===== config.mk =====
export PLATFORM = sky130hd
export DESIGN_NAME = mlane_flash_rd
export DESIGN_NICKNAME = d
export VERILOG_FILES = /design/src/rtl/mlane_flash_pkg.sv /design/src/rtl/mlane_flash_sync.sv /design/src/rtl/mlane_flash_decode.sv /design/src/rtl/mlane_flash_array.sv /design/src/rtl/mlane_flash_rd.sv
export SDC_FILE = /design/constraint.sdc
export NUM_CORES = 1
export LEC_CHECK = 0
export BUFFER_PORTS_ARGS = -buffer_cell sky130_fd_sc_hd__buf_2
export CAP_MARGIN = 20
export CORE_ASPECT_RATIO = 0.5
export CORE_MARGIN = 3
export CORE_UTILIZATION = 30
export DETAILED_ROUTE_END_ITERATION = 8
export PLACE_DENSITY = 0.48
export SKIP_LAST_GASP = 1
export SYNTH_ARGS = -nofsm -noshare
export SYNTH_HDL_FRONTEND = slang
export SYNTH_SLANG_ARGS = --single-unit

===== constraint.sdc =====
create_clock -name clk -period 3.7 [get_ports clk]
set_input_delay 0.555 -clock clk [delete_from_list [all_inputs] [get_ports clk]]
set_output_delay 0.555 -clock clk [all_outputs]
set_load 0.05 [all_outputs]

===== src/rtl/mlane_flash_pkg.sv =====
package mlane_flash_pkg;

   typedef enum logic [2:0] {
      PH_OPC, PH_ADR, PH_MOD, PH_DUM, PH_DAT, PH_WST, PH_IGN
   } phase_e;

   typedef enum logic [1:0] {LN1 = 2'd0, LN2 = 2'd1, LN4 = 2'd2} lanes_e;

   typedef struct packed {
      logic       ok;
      logic       quad;
      logic       has_adr;
      logic       has_mode;
      logic [3:0] dummy;
      lanes_e     adr_w;
      lanes_e     dat_w;
      logic       src_stat;
      logic       wr_stat;
   } cmd_desc_t;

   localparam logic [7:0] OP_RD1   = 8'h03;
   localparam logic [7:0] OP_FRD1  = 8'h0B;
   localparam logic [7:0] OP_FRD2O = 8'h3B;
   localparam logic [7:0] OP_FRD2A = 8'hBB;
   localparam logic [7:0] OP_FRD4O = 8'h6B;
   localparam logic [7:0] OP_FRD4A = 8'hEB;
   localparam logic [7:0] OP_WRD4  = 8'hE7;
   localparam logic [7:0] OP_OWRD4 = 8'hE3;
   localparam logic [7:0] OP_STW   = 8'h31;
   localparam logic [7:0] OP_STR   = 8'h35;

   function automatic logic [2:0] lane_bits(lanes_e w);
      case (w)
         LN2:     return 3'd2;
         LN4:     return 3'd4;
         default: return 3'd1;
      endcase
   endfunction

   function automatic logic [3:0] lane_mask(lanes_e w);
      case (w)
         LN2:     return 4'b0011;
         LN4:     return 4'b1111;
         default: return 4'b0010;
      endcase
   endfunction

   // place the top bits of a byte onto the lanes for the chosen width
   function automatic logic [3:0] lane_put(logic [7:0] b, lanes_e w);
      case (w)
         LN2:     return {2'b00, b[7:6]};
         LN4:     return b[7:4];
         default: return {2'b00, b[7], 1'b0};
      endcase
   endfunction

endpackage


===== src/rtl/mlane_flash_sync.sv =====
module mlane_flash_sync #(
   parameter int unsigned STAGES = 2
) (
   input  logic       clk,
   input  logic       rst_n,
   input  logic       sck,
   input  logic       cs_n,
   input  logic [3:0] io,
   output logic       cs_n_s,
   output logic [3:0] io_s,
   output logic       sck_rise,
   output logic       sck_fall
);
   localparam int unsigned W = 6;
   localparam logic [W-1:0] RST_VAL = {1'b1, 1'b0, 4'b0000};

   logic [W-1:0] pipe [STAGES];
   logic         sck_prev;

   if (STAGES < 2) begin : g_bad_stages
      $error("mlane_flash_sync: STAGES must be at least 2");
   end

   for (genvar i = 0; i < STAGES; i++) begin : g_stage
      always_ff @(posedge clk or negedge rst_n) begin
         if (!rst_n)      pipe[i] <= RST_VAL;
         else if (i == 0) pipe[i] <= {cs_n, sck, io};
         else             pipe[i] <= pipe[(i == 0) ? 0 : i-1];
      end
   end

   always_ff @(posedge clk or negedge rst_n) begin
      if (!rst_n) sck_prev <= 1'b0;
      else        sck_prev <= pipe[STAGES-1][4];
   end

   assign cs_n_s   = pipe[STAGES-1][5];
   assign io_s     = pipe[STAGES-1][3:0];
   assign sck_rise =  pipe[STAGES-1][4] & ~sck_prev;
   assign sck_fall = ~pipe[STAGES-1][4] &  sck_prev;
endmodule


===== src/rtl/mlane_flash_decode.sv =====
module mlane_flash_decode
   import mlane_flash_pkg::*;
(
   input  logic [7:0] op,
   input  logic       qe_en,
   output cmd_desc_t  desc
);
   logic known;

   always_comb begin
      desc          = '0;
      desc.adr_w    = LN1;
      desc.dat_w    = LN1;
      desc.has_adr  = 1'b1;
      known         = 1'b1;
      case (op)
         OP_RD1:   ;
         OP_FRD1:  desc.dummy = 4'd8;
         OP_FRD2O: begin desc.dummy = 4'd8; desc.dat_w = LN2; end
         OP_FRD2A: begin desc.adr_w = LN2; desc.dat_w = LN2; desc.has_mode = 1'b1; end
         OP_FRD4O: begin desc.dummy = 4'd8; desc.dat_w = LN4; desc.quad = 1'b1; end
         OP_FRD4A: begin desc.adr_w = LN4; desc.dat_w = LN4; desc.has_mode = 1'b1;
                         desc.dummy = 4'd4; desc.quad = 1'b1; end
         OP_WRD4:  begin desc.adr_w = LN4; desc.dat_w = LN4; desc.has_mode = 1'b1;
                         desc.dummy = 4'd2; desc.quad = 1'b1; end
         OP_OWRD4: begin desc.adr_w = LN4; desc.dat_w = LN4; desc.has_mode = 1'b1;
                         desc.quad = 1'b1; end
         OP_STR:   begin desc.has_adr = 1'b0; desc.src_stat = 1'b1; end
         OP_STW:   begin desc.has_adr = 1'b0; desc.wr_stat = 1'b1; end
         default:  known = 1'b0;  // unlisted opcodes are refused
      endcase
      // four-lane commands need the quad-enable flag
      desc.ok = known & ~(desc.quad & ~qe_en);
   end
endmodule


===== src/rtl/mlane_flash_array.sv =====
module mlane_flash_array #(
   parameter int unsigned DEPTH   = 256,
   parameter int unsigned PAT_MUL = 37,
   parameter int unsigned PAT_ADD = 11,
   localparam int unsigned IDX_W  = $clog2(DEPTH)
) (
   input  logic [IDX_W-1:0] idx,
   output logic [7:0]       rd
);
   logic [7:0] mem [DEPTH];

   // fixed contents computed per entry
   for (genvar i = 0; i < DEPTH; i++) begin : g_cell
      assign mem[i] = 8'((i * PAT_MUL + PAT_ADD) % 256);
   end

   assign rd = mem[idx];
endmodule


===== src/rtl/mlane_flash_rd.sv =====
module mlane_flash_rd
   import mlane_flash_pkg::*;
#(
   parameter int unsigned DEPTH       = 256,
   parameter int unsigned ADDR_BITS   = 24,
   parameter int unsigned SYNC_STAGES = 2,
   parameter bit          QE_RESET    = 1'b0,
   parameter int unsigned PAT_MUL     = 37,
   parameter int unsigned PAT_ADD     = 11
) (
   input  logic       clk,
   input  logic       rst_n,
   input  logic       spi_sck,
   input  logic       spi_cs_n,
   input  logic [3:0] io_in,
   output logic [3:0] io_out,
   output logic [3:0] io_oe
);
   localparam int unsigned IDX_W = $clog2(DEPTH);
   localparam int unsigned CNT_W = $clog2(ADDR_BITS + 1);
   localparam logic [CNT_W-1:0] ADR_END  = CNT_W'(ADDR_BITS);
   localparam logic [CNT_W-1:0] MODE_END = CNT_W'(8);
   localparam logic [CNT_W-1:0] OPC_LAST = CNT_W'(7);

   if ((DEPTH < 2) || ((DEPTH & (DEPTH - 1)) != 0)) begin : g_bad_depth
      $error("mlane_flash_rd: DEPTH must be a power of two");
   end
   if ((ADDR_BITS % 4 != 0) || (ADDR_BITS < IDX_W) || (ADDR_BITS < 8)) begin : g_bad_abits
      $error("mlane_flash_rd: ADDR_BITS must be a multiple of 4 covering the array");
   end

   logic           cs_n_s, sck_r, sck_f;
   logic [3:0]     io_s;
   phase_e         ph;
   cmd_desc_t      dsc_d, dsc_q;
   logic [6:0]     opc_sr;
   logic [7:0]     op_full;
   logic [CNT_W-1:0] cnt, a_step;
   logic [ADDR_BITS-1:0] adr_q;
   logic           qe_q;
   logic [7:0]     osr, arr_byte, stat_byte, out_src;
   logic [3:0]     left, left_base, d_step;

   mlane_flash_sync #(.STAGES(SYNC_STAGES)) u_sync (
      .clk(clk), .rst_n(rst_n), .sck(spi_sck), .cs_n(spi_cs_n), .io(io_in),
      .cs_n_s(cs_n_s), .io_s(io_s), .sck_rise(sck_r), .sck_fall(sck_f)
   );

   assign op_full = {opc_sr, io_s[0]};

   mlane_flash_decode u_dec (.op(op_full), .qe_en(qe_q), .desc(dsc_d));

   mlane_flash_array #(.DEPTH(DEPTH), .PAT_MUL(PAT_MUL), .PAT_ADD(PAT_ADD)) u_arr (
      .idx(adr_q[IDX_W-1:0]), .rd(arr_byte)
   );

   function automatic logic [ADDR_BITS-1:0] shift_in(logic [ADDR_BITS-1:0] a,
                                                     lanes_e w, logic [3:0] d);
      case (w)
         LN2:     return {a[ADDR_BITS-3:0], d[1:0]};
         LN4:     return {a[ADDR_BITS-5:0], d};
         default: return {a[ADDR_BITS-2:0], d[0]};
      endcase
   endfunction

   assign a_step    = CNT_W'(lane_bits(dsc_q.adr_w));
   assign d_step    = 4'(lane_bits(dsc_q.dat_w));
   assign stat_byte = {6'b0, qe_q, 1'b0};
   assign left_base = (left == 4'd0) ? 4'd8 : left;

   always_comb begin
      if (left != 4'd0)        out_src = osr;
      else if (dsc_q.src_stat) out_src = stat_byte;
      else                     out_src = arr_byte;
   end

   always_ff @(posedge clk or negedge rst_n) begin
      if (!rst_n) begin
         ph     <= PH_OPC;
         dsc_q  <= '0;
         opc_sr <= '0;
         cnt    <= '0;
         adr_q  <= '0;
         qe_q   <= QE_RESET;
         osr    <= '0;
         left   <= '0;
         io_out <= '0;
         io_oe  <= '0;
      end else if (cs_n_s) begin
         // deselect aborts and floats all lanes
         ph     <= PH_OPC;
         cnt    <= '0;
         left   <= '0;
         io_out <= '0;
         io_oe  <= '0;
      end else begin
         if (sck_r) begin
            case (ph)
               PH_OPC: begin
                  opc_sr <= op_full[6:0];
                  if (cnt == OPC_LAST) begin
                     cnt   <= '0;
                     dsc_q <= dsc_d;
                     if (!dsc_d.ok)          ph <= PH_IGN;
                     else if (dsc_d.wr_stat) ph <= PH_WST;
                     else if (dsc_d.has_adr) ph <= PH_ADR;
                     else                    ph <= PH_DAT;
                  end else begin
                     cnt <= cnt + 1'b1;
                  end
               end
               PH_ADR: begin
                  adr_q <= shift_in(adr_q, dsc_q.adr_w, io_s);
                  if (cnt + a_step == ADR_END) begin
                     cnt <= '0;
                     if (dsc_q.has_mode)           ph <= PH_MOD;
                     else if (dsc_q.dummy != 4'd0) ph <= PH_DUM;
                     else                          ph <= PH_DAT;
                  end else begin
                     cnt <= cnt + a_step;
                  end
               end
               PH_MOD: begin
                  if (cnt + a_step == MODE_END) begin
                     cnt <= '0;
                     ph  <= (dsc_q.dummy != 4'd0) ? PH_DUM : PH_DAT;
                  end else begin
                     cnt <= cnt + a_step;
                  end
               end
               PH_DUM: begin
                  if (cnt + 1'b1 == CNT_W'(dsc_q.dummy)) begin
                     cnt <= '0;
                     ph  <= PH_DAT;
                  end else begin
                     cnt <= cnt + 1'b1;
                  end
               end
               PH_WST: begin
                  opc_sr <= op_full[6:0];
                  if (cnt == OPC_LAST) begin
                     qe_q <= op_full[1];
                     cnt  <= '0;
                     ph   <= PH_IGN;
                  end else begin
                     cnt <= cnt + 1'b1;
                  end
               end
               default: ;
            endcase
         end
         if (sck_f && ph == PH_DAT) begin
            io_oe  <= lane_mask(dsc_q.dat_w);
            io_out <= lane_put(out_src, dsc_q.dat_w);
            osr    <= out_src << d_step;
            left   <= left_base - d_step;
            if (left == 4'd0 && !dsc_q.src_stat)
               adr_q[IDX_W-1:0] <= adr_q[IDX_W-1:0] + 1'b1;
         end
      end
   end

   // lanes float one cycle after a settled deselect
   assert_float_idle_R1: assert property (@(posedge clk) disable iff (!rst_n)
      cs_n_s |=> (io_oe == 4'b0000));

   // enable pattern is always one of the legal lane groups
   assert_lane_shape_R3: assert property (@(posedge clk) disable iff (!rst_n)
      (io_oe == 4'b0000) || (io_oe == 4'b0010) || (io_oe == 4'b0011) || (io_oe == 4'b1111));

   // upper lanes only driven for an accepted quad command with the flag set
   assert_quad_gate_R8: assert property (@(posedge clk) disable iff (!rst_n)
      io_oe[3] |-> (qe_q && dsc_q.quad));

   // the bit counter never runs past the address length
   assert_cnt_range_R2: assert property (@(posedge clk) disable iff (!rst_n)
      cnt <= ADR_END);

   // every fresh byte advances the array pointer by one, modulo DEPTH
   assert_ptr_step_R10: assert property (@(posedge clk) disable iff (!rst_n)
      (!cs_n_s && sck_f && ph == PH_DAT && left == 4'd0 && !dsc_q.src_stat)
      |=> (adr_q[IDX_W-1:0] == IDX_W'($past(adr_q[IDX_W-1:0]) + 1'b1)));
endmodule


# Word-level counts from Yosys, hierarchy flattened
# Memories as Yosys holds them, arrays and structs flattened.
# Cells that the tools add are included.
[op_classes]
bitwise_logic = 10
muxes = 48
add_sub_neg = 4
n_shift = 1
reduce_logical = 25
magnitude_cmp = 1
n_eq_ne = 28
[ops]
columns = ["operator", "count"]
rows = [
  ["$mux W8", 8],
  ["$mux W3", 12],
  ["$eq A8 B8 Y1 const B", 4],
  ["$mux W5", 6],
  ["$mux W4", 7],
  ["$eq A8 B6 Y1 const B", 3],
  ["$pmux W5 S4", 1],
  ["$pmux W4 S2", 2],
  ["$pmux W8 S2", 1],
  ["$ne A3 B2 Y1 const B", 5],
  ["$pmux W3 S5", 1],
  ["$pmux W3 S2", 2],
  ["$pmux W4 S3", 1],
  ["$reduce_or A10 Y1", 1],
  ["$ge A9 B9 Y1 const B", 1],
  ["$not A8 Y9", 1],
  ["$add A8 B1 Y8 const B", 1],
  ["$eq A8 B2 Y1 const B", 1],
  ["$eq A8 B4 Y1 const B", 1],
  ["$eq A8 B7 Y1 const B", 1],
  ["$pmux W2 S2", 2],
  ["$reduce_and A4 Y1", 2],
  ["$reduce_bool A4 Y1", 2],
  ["$reduce_or A4 Y1", 2],
  ["28 further kinds", 49],
]
[totals]
word_cells = 135
input_bits = 8
register_bits = 67
rom_bits = 2048
memories = 1
[mem_list]
columns = ["memory", "words", "width", "read_ports", "rd_ports_with_merged_regs", "write_ports", "line_no", "text"]
rows = [
  ["(no name shown)", 256, 8, 1, 0, 0, "mlane_flash_array.sv:17", "assign rd = mem[idx];"],
]

# Logic depth before layout (Yosys ltp)
[logic_depth]
ltp_word = 11
ltp_mapped = 11

# Modules after synthesis
# From an unflattened synthesis, not the netlist that was laid out.
[unflattened]
cells_unflattened = 610
area_unflattened_um2 = 5481.5
[modules_own_cells]
columns = ["module", "instances", "cells_each", "area_per_inst_um2"]
rows = [
  ["mlane_flash_rd", 1, 393, 3762.4],
  ["mlane_flash_array", 1, 161, 1121.1],
  ["mlane_flash_sync", 1, 19, 372.9],
  ["mlane_flash_decode", 1, 37, 225.2],
]

# Worst setup path after synthesis
# OpenSTA, ideal clock, no wires.
[synth_path]
kind = "reg2reg"
startpoint = "register dsc_q[4] in the netlist's numbering"
endpoint = "register ph[1]"
stages_incl_launch_ff = 12
setup_ns = 0.095
path_buffers = 0
arrival_time_ns = 3.268
synth_period_minus_slack_ns = 3.363
slack_ns = 0.337
cell_sequence = "dfrtp_1 inv_1 ha_1 ha_1 fa_1 or3_1 a211o_1 nand2_2 or3b_1 a311oi_2 or4b_1 o31ai_1"
[synth_between]
elab_chain_cells = 6
word_cells_on_any_way = 9
cone_classes = "1 x add/sub; 6 x eq/ne; 1 x mux; 1 x reduce/logical"
[synth_rtl]
columns = ["item", "line_no", "text"]
rows = [
  ["start: declaration", "mlane_flash_rd.sv:35", "cmd_desc_t dsc_d, dsc_q;"],
  ["start signal: assignment", "mlane_flash_rd.sv:103", "dsc_q <= dsc_d;"],
  ["$eq A2 B2 Y1 or $eq A2 B1 Y1 (tied branches)", "mlane_flash_pkg.sv:33", "case (w)"],
  ["$pmux W3 S2 *", "mlane_flash_pkg.sv:33", ""],
  ["$add A5 B3 Y5 *", "mlane_flash_rd.sv:114, mlane_flash_rd.sv:124", ""],
  ["$eq A5 B4 Y1 or $eq A5 B5 Y1 (tied branches)", "mlane_flash_rd.sv:124, mlane_flash_rd.sv:114", ""],
  ["$ne A3 B2 Y1 (no line)", "--", ""],
  ["$reduce_and A7 Y1 (no line) *", "--", ""],
  ["end signal: assignment", "mlane_flash_rd.sv:126", "ph <= (dsc_q.dummy != 4'd0) ? PH_DUM : PH_DAT;"],
  ["end: declaration", "mlane_flash_rd.sv:34", "phase_e ph;"],
]
# Every way passes the cells marked *; elsewhere a longest branch is shown, timed or not.
# A chain may end at the register's enable or synchronous reset.

# Final worst setup path
# Same ends and word-level chain as after synthesis.

==> summary.md <==
| Metric | Value |
|---|---|
| Ys Warns | 0 |
| Post-synthesis net count | 653 |
| Placement Cell Area | 5370 um^2 |
| F_max | 277.7 MHz |
| CTS root buffer | clkbuf_16 |
| CTS buffer count | 9 |
| Placed insts | 825 |
| Clock slew at reported path FFs | 0.06 ns |
| Port bufs | 15 |
| Hold buffers post-CTS | 0 |
| Worst Tran Pin Value | 0.8597 ns |
| 1st-pass router iterations | 5 |
| Via density | 5.619 |
| Worst-skew pair later-pin latency | 0.34 ns |
| Vias in the first global route | 4625 |
| Largest net degree at the start of global routing | 66 |
| Critical Path AT | 3.84 ns |
| CP Capture Type | flip-flop |
| CP startpoint kind | flip-flop |
| Netlist Area Pre-Place | 5086 um^2 |
| Final setup TNS | 0 ns |
| Maxcap violations | 0 |
| Share of the synthesized area in the top cell type | 0.3100 |
| IO Pins | 16 |
| Fin area | 5717 um^2 |
| Slew Limit Fails | 0 |
| Sequential share of power | 0.449 |
| Layout Nets | 653 |
| Wire per inst | 17.17 um |
| Placer Congestion | 0.8503 |
| DRT Wirelength | 14510 um |
| Adder-Cell Fraction of Synth Area | 0.06691 |
| Net Switching | 470.3 uW |
| First-pass GRT wire length | 24190 um |
| Slew headroom | 0.4269 |
| Yosys cell types | 72 |
| # setup viols final | 0 |
| Post-Synth Simple-Gate Area | 0.2197 |
| Sw frac | 0.2604 |
| Post-Route Utilization | 0.3578 |
| Main combinational cell family by area after synthesis | compound AO/OA/AOI/OAI gates |
| EDFF count, synth | 0 |
| Worst Hold Class | input pin to flip-flop |
| Power Density | 316.0 nW/um^2 |
| Clock share of power | 0.477 |
| Largest cells by area after synthesis | dfrtp_1 31%, ha_1 5.9%, nand2_1 4.8% |
| Starting DRT DRC Count | 602 |
| Tcrit/Tclk final | 0.9731 |
| Area leader, netlist | dfrtp_1 |
| Total Routing Usage GR | 0.1566 |
| Status | finished clean |
| Post-Synthesis Cells | 619 |
| Post-detailed-route count of antenna-violating nets | 0 |
| Fillers | 1631 |
| CTS max path bufs | 2 |
| Final hold violation count | 0 |
| Area Growth Syn to Fin | 12.40% |
| Core Rows | 32 |
| CTS tree | built |
| Core region area | 15980 um^2 |
| Required time worst endpoint | 3.94 ns |
| Ys flop type | dfrtp_1 |
| Sequential cell area fraction in the yosys report | 0.3203 |
| Die height | 98.07 um |
| Clock Skew | 0.007422 ns |
| Internal power | 1.336 mW |
| Post-synthesis mux area share | 0.05806 |
| Register bit count reported by yosys | 65 |
| N_diodes | 0 |
| H-tree Lvls | 3 |
| Combinational Power Share | 0.074 |
| Die Wd | 190.1 um |
| Starting Density | 0.3184 |
| Compound-Gate Fraction of Synth Area | 0.2588 |
| Register-to-Register Path Depth | 11 |
| Detailed-route via count | 4748 |
| Post-synth ARST share | 1.000 |
| Hold path cells | 1 |
| Detailed placement HPWL | 10220 um |
| Grt total ovfl | 0 |
| Synth Area in XOR/XNOR | 0.02066 |
| Finished Layout Cells | 845 |
| Drc violations | 0 |
| Syn_area_per_cell | 8.217 um^2 |
| Initial antenna violation count | 0 |
| Min Tclk post-route | 3.600 ns |
| Critical path fanouts, max | 5 |
| Layout cells sized above 1 | 0.1186 |
| # clock sinks | 65 |
| Peak VDD IR | 205.9 uV |
| Critical path class | flip-flop to flip-flop |
| Pleak | 2.346 nW |
| Die Area | 18650 um^2 |
[per-stage QoR]
step                hold slack (ns)  total power, mW  setup slack, ns
floorplan                    0.2594           0.9019           0.3368
global placement             0.3314           0.9529           0.2732
detailed placement           0.3357           0.9538           0.1642
CTS                          0.3137            1.825           0.1381
global route                 0.3171            1.882        -0.009712
finish                       0.3237            1.806          0.09955
[registers in the layout, indices dropped and copies added (netlist names), 3 cells and up]
register     count
io_oe            3
left             4
adr_q            8
opc_sr           7
cnt              5
u_sync.io_s      4
u_sync.pipe      7
io_out           4
dsc_q            9
ph               3
osr              8
[layout make-up]
class	instances	area, um^2	area share
multi-input combinational	485	3194	0.5588
inverter	24	90.09	0.01576
sequential	65	1629	0.2850
clock buffer	10	229.0	0.04005
tap	221	276.5	0.04837
clock inverter	6	67.56	0.01182
timing repair buffer	34	230.2	0.04027
[cells by family (layout without fill, tap and decap cells)]
| kind of cell | count (synthesis) | after routing |
|---|---|---|
| buffers and inverters | 69 | 74 |
| AND/OR/NAND/NOR | 229 | 229 |
| adder cells (fa/ha/maj) | 26 | 26 |
| XOR/XNOR | 12 | 12 |
| flip-flops | 65 | 65 |
| AO/OA/AOI/OAI | 191 | 191 |
| multiplexers | 27 | 27 |
[final timing paths]
path                       slack (ns)         endpoint           start
max reg2reg                       0.1            ph[1]        dsc_q[4]
min                              0.32  u_sync.pipe[11]        spi_cs_n
max in group asynchronous        2.72        io_out[0]           rst_n
min in group asynchronous        0.40           cnt[1]           rst_n
min reg2reg                      0.35   u_sync.io_s[2]  u_sync.pipe[8]
max                               0.1            ph[1]        dsc_q[4]
[power by group through the flow]
stage          Sequential (mW)  Clock, mW  Combinational [mW]
3_3_place_gp             0.822          0               0.131
6_report                 0.811      0.861               0.134
4_1_cts                  0.809      0.883               0.132
2_1_floorplan            0.794          0               0.108
5_1_grt                  0.821      0.908               0.153
3_5_place_dp             0.821          0               0.132
[cells in the mapped netlist, types with 4 or more instances]
library cell / number
a31oi_1: 4
a32oi_1: 5
dfrtp_1: 63
nor4_1: 5
a22oi_1: 12
o22ai_1: 5
a211o_1: 4
inv_1: 23
nand2_1: 65
mux2_2: 10
nand2b_1: 7
buf_2: 10
mux2i_1: 16
o22a_1: 4
nand3_1: 20
and2_1: 5
o211ai_1: 5
xnor2_1: 9
nor2_1: 61
a21o_1: 4
o31ai_1: 11
a211oi_1: 13
o211a_1: 4
nor2b_1: 15
a21oi_1: 40
nand4_1: 5
nor3_1: 17
o21ai_0: 38
ha_1: 24
a221oi_1: 6
a2111oi_0: 4
a22o_1: 5
clkbuf_1: 30
[metal layers]
metal  GRT usage  wire (um)
met1      0.2282       7389
met2      0.2408       6499
met3     0.02618        484
met4     0.04113        138
met5           0          0
[layout by cell type (no fill, tap or decap), types with 4 or more instances in the layout]
master      n
a2111oi_0   4
a32oi_1     5
buf_2      15
a21o_1      4
nand4_1     5
o31ai_1    11
o22a_1      4
o22ai_1     5
a22o_1      5
a221oi_1    6
a22oi_1    12
nand3_1    20
mux2i_1    16
and2_1      5
dfrtp_1    63
ha_1       23
nand2b_1    7
xnor2_1     9
inv_1      23
nor3_1     17
buf_4      18
nand2_1    65
a211oi_1   13
nor2_1     61
nor4_1      5
a211o_1     4
clkbuf_16   9
a21oi_1    40
o21ai_0    38
nor2b_1    15
o211a_1     4
o211ai_1    5
a31oi_1     4
mux2_2     10
[critical path, cell delays in order (launching register included)]
cell and delay [ns]:
dfrtp_1 0.34, inv_1 0.05, ha_1 0.32, ha_2 0.20, fa_1 0.48, or3_1 0.39, a211o_1 0.26, nand2_2 0.12
or3b_4 0.40, a311oi_4 0.37, or4b_4 0.49, o31ai_1 0.08
[what timing repair did]
| item | in CTS | in global routing |
|---|---|---|
| setup endpoints to repair | 0 | 1 |
| buffers inserted | 0 | 4 |
| resized for setup | 0 | 4 |
Note: power is estimated with default switching activity, not from simulation.
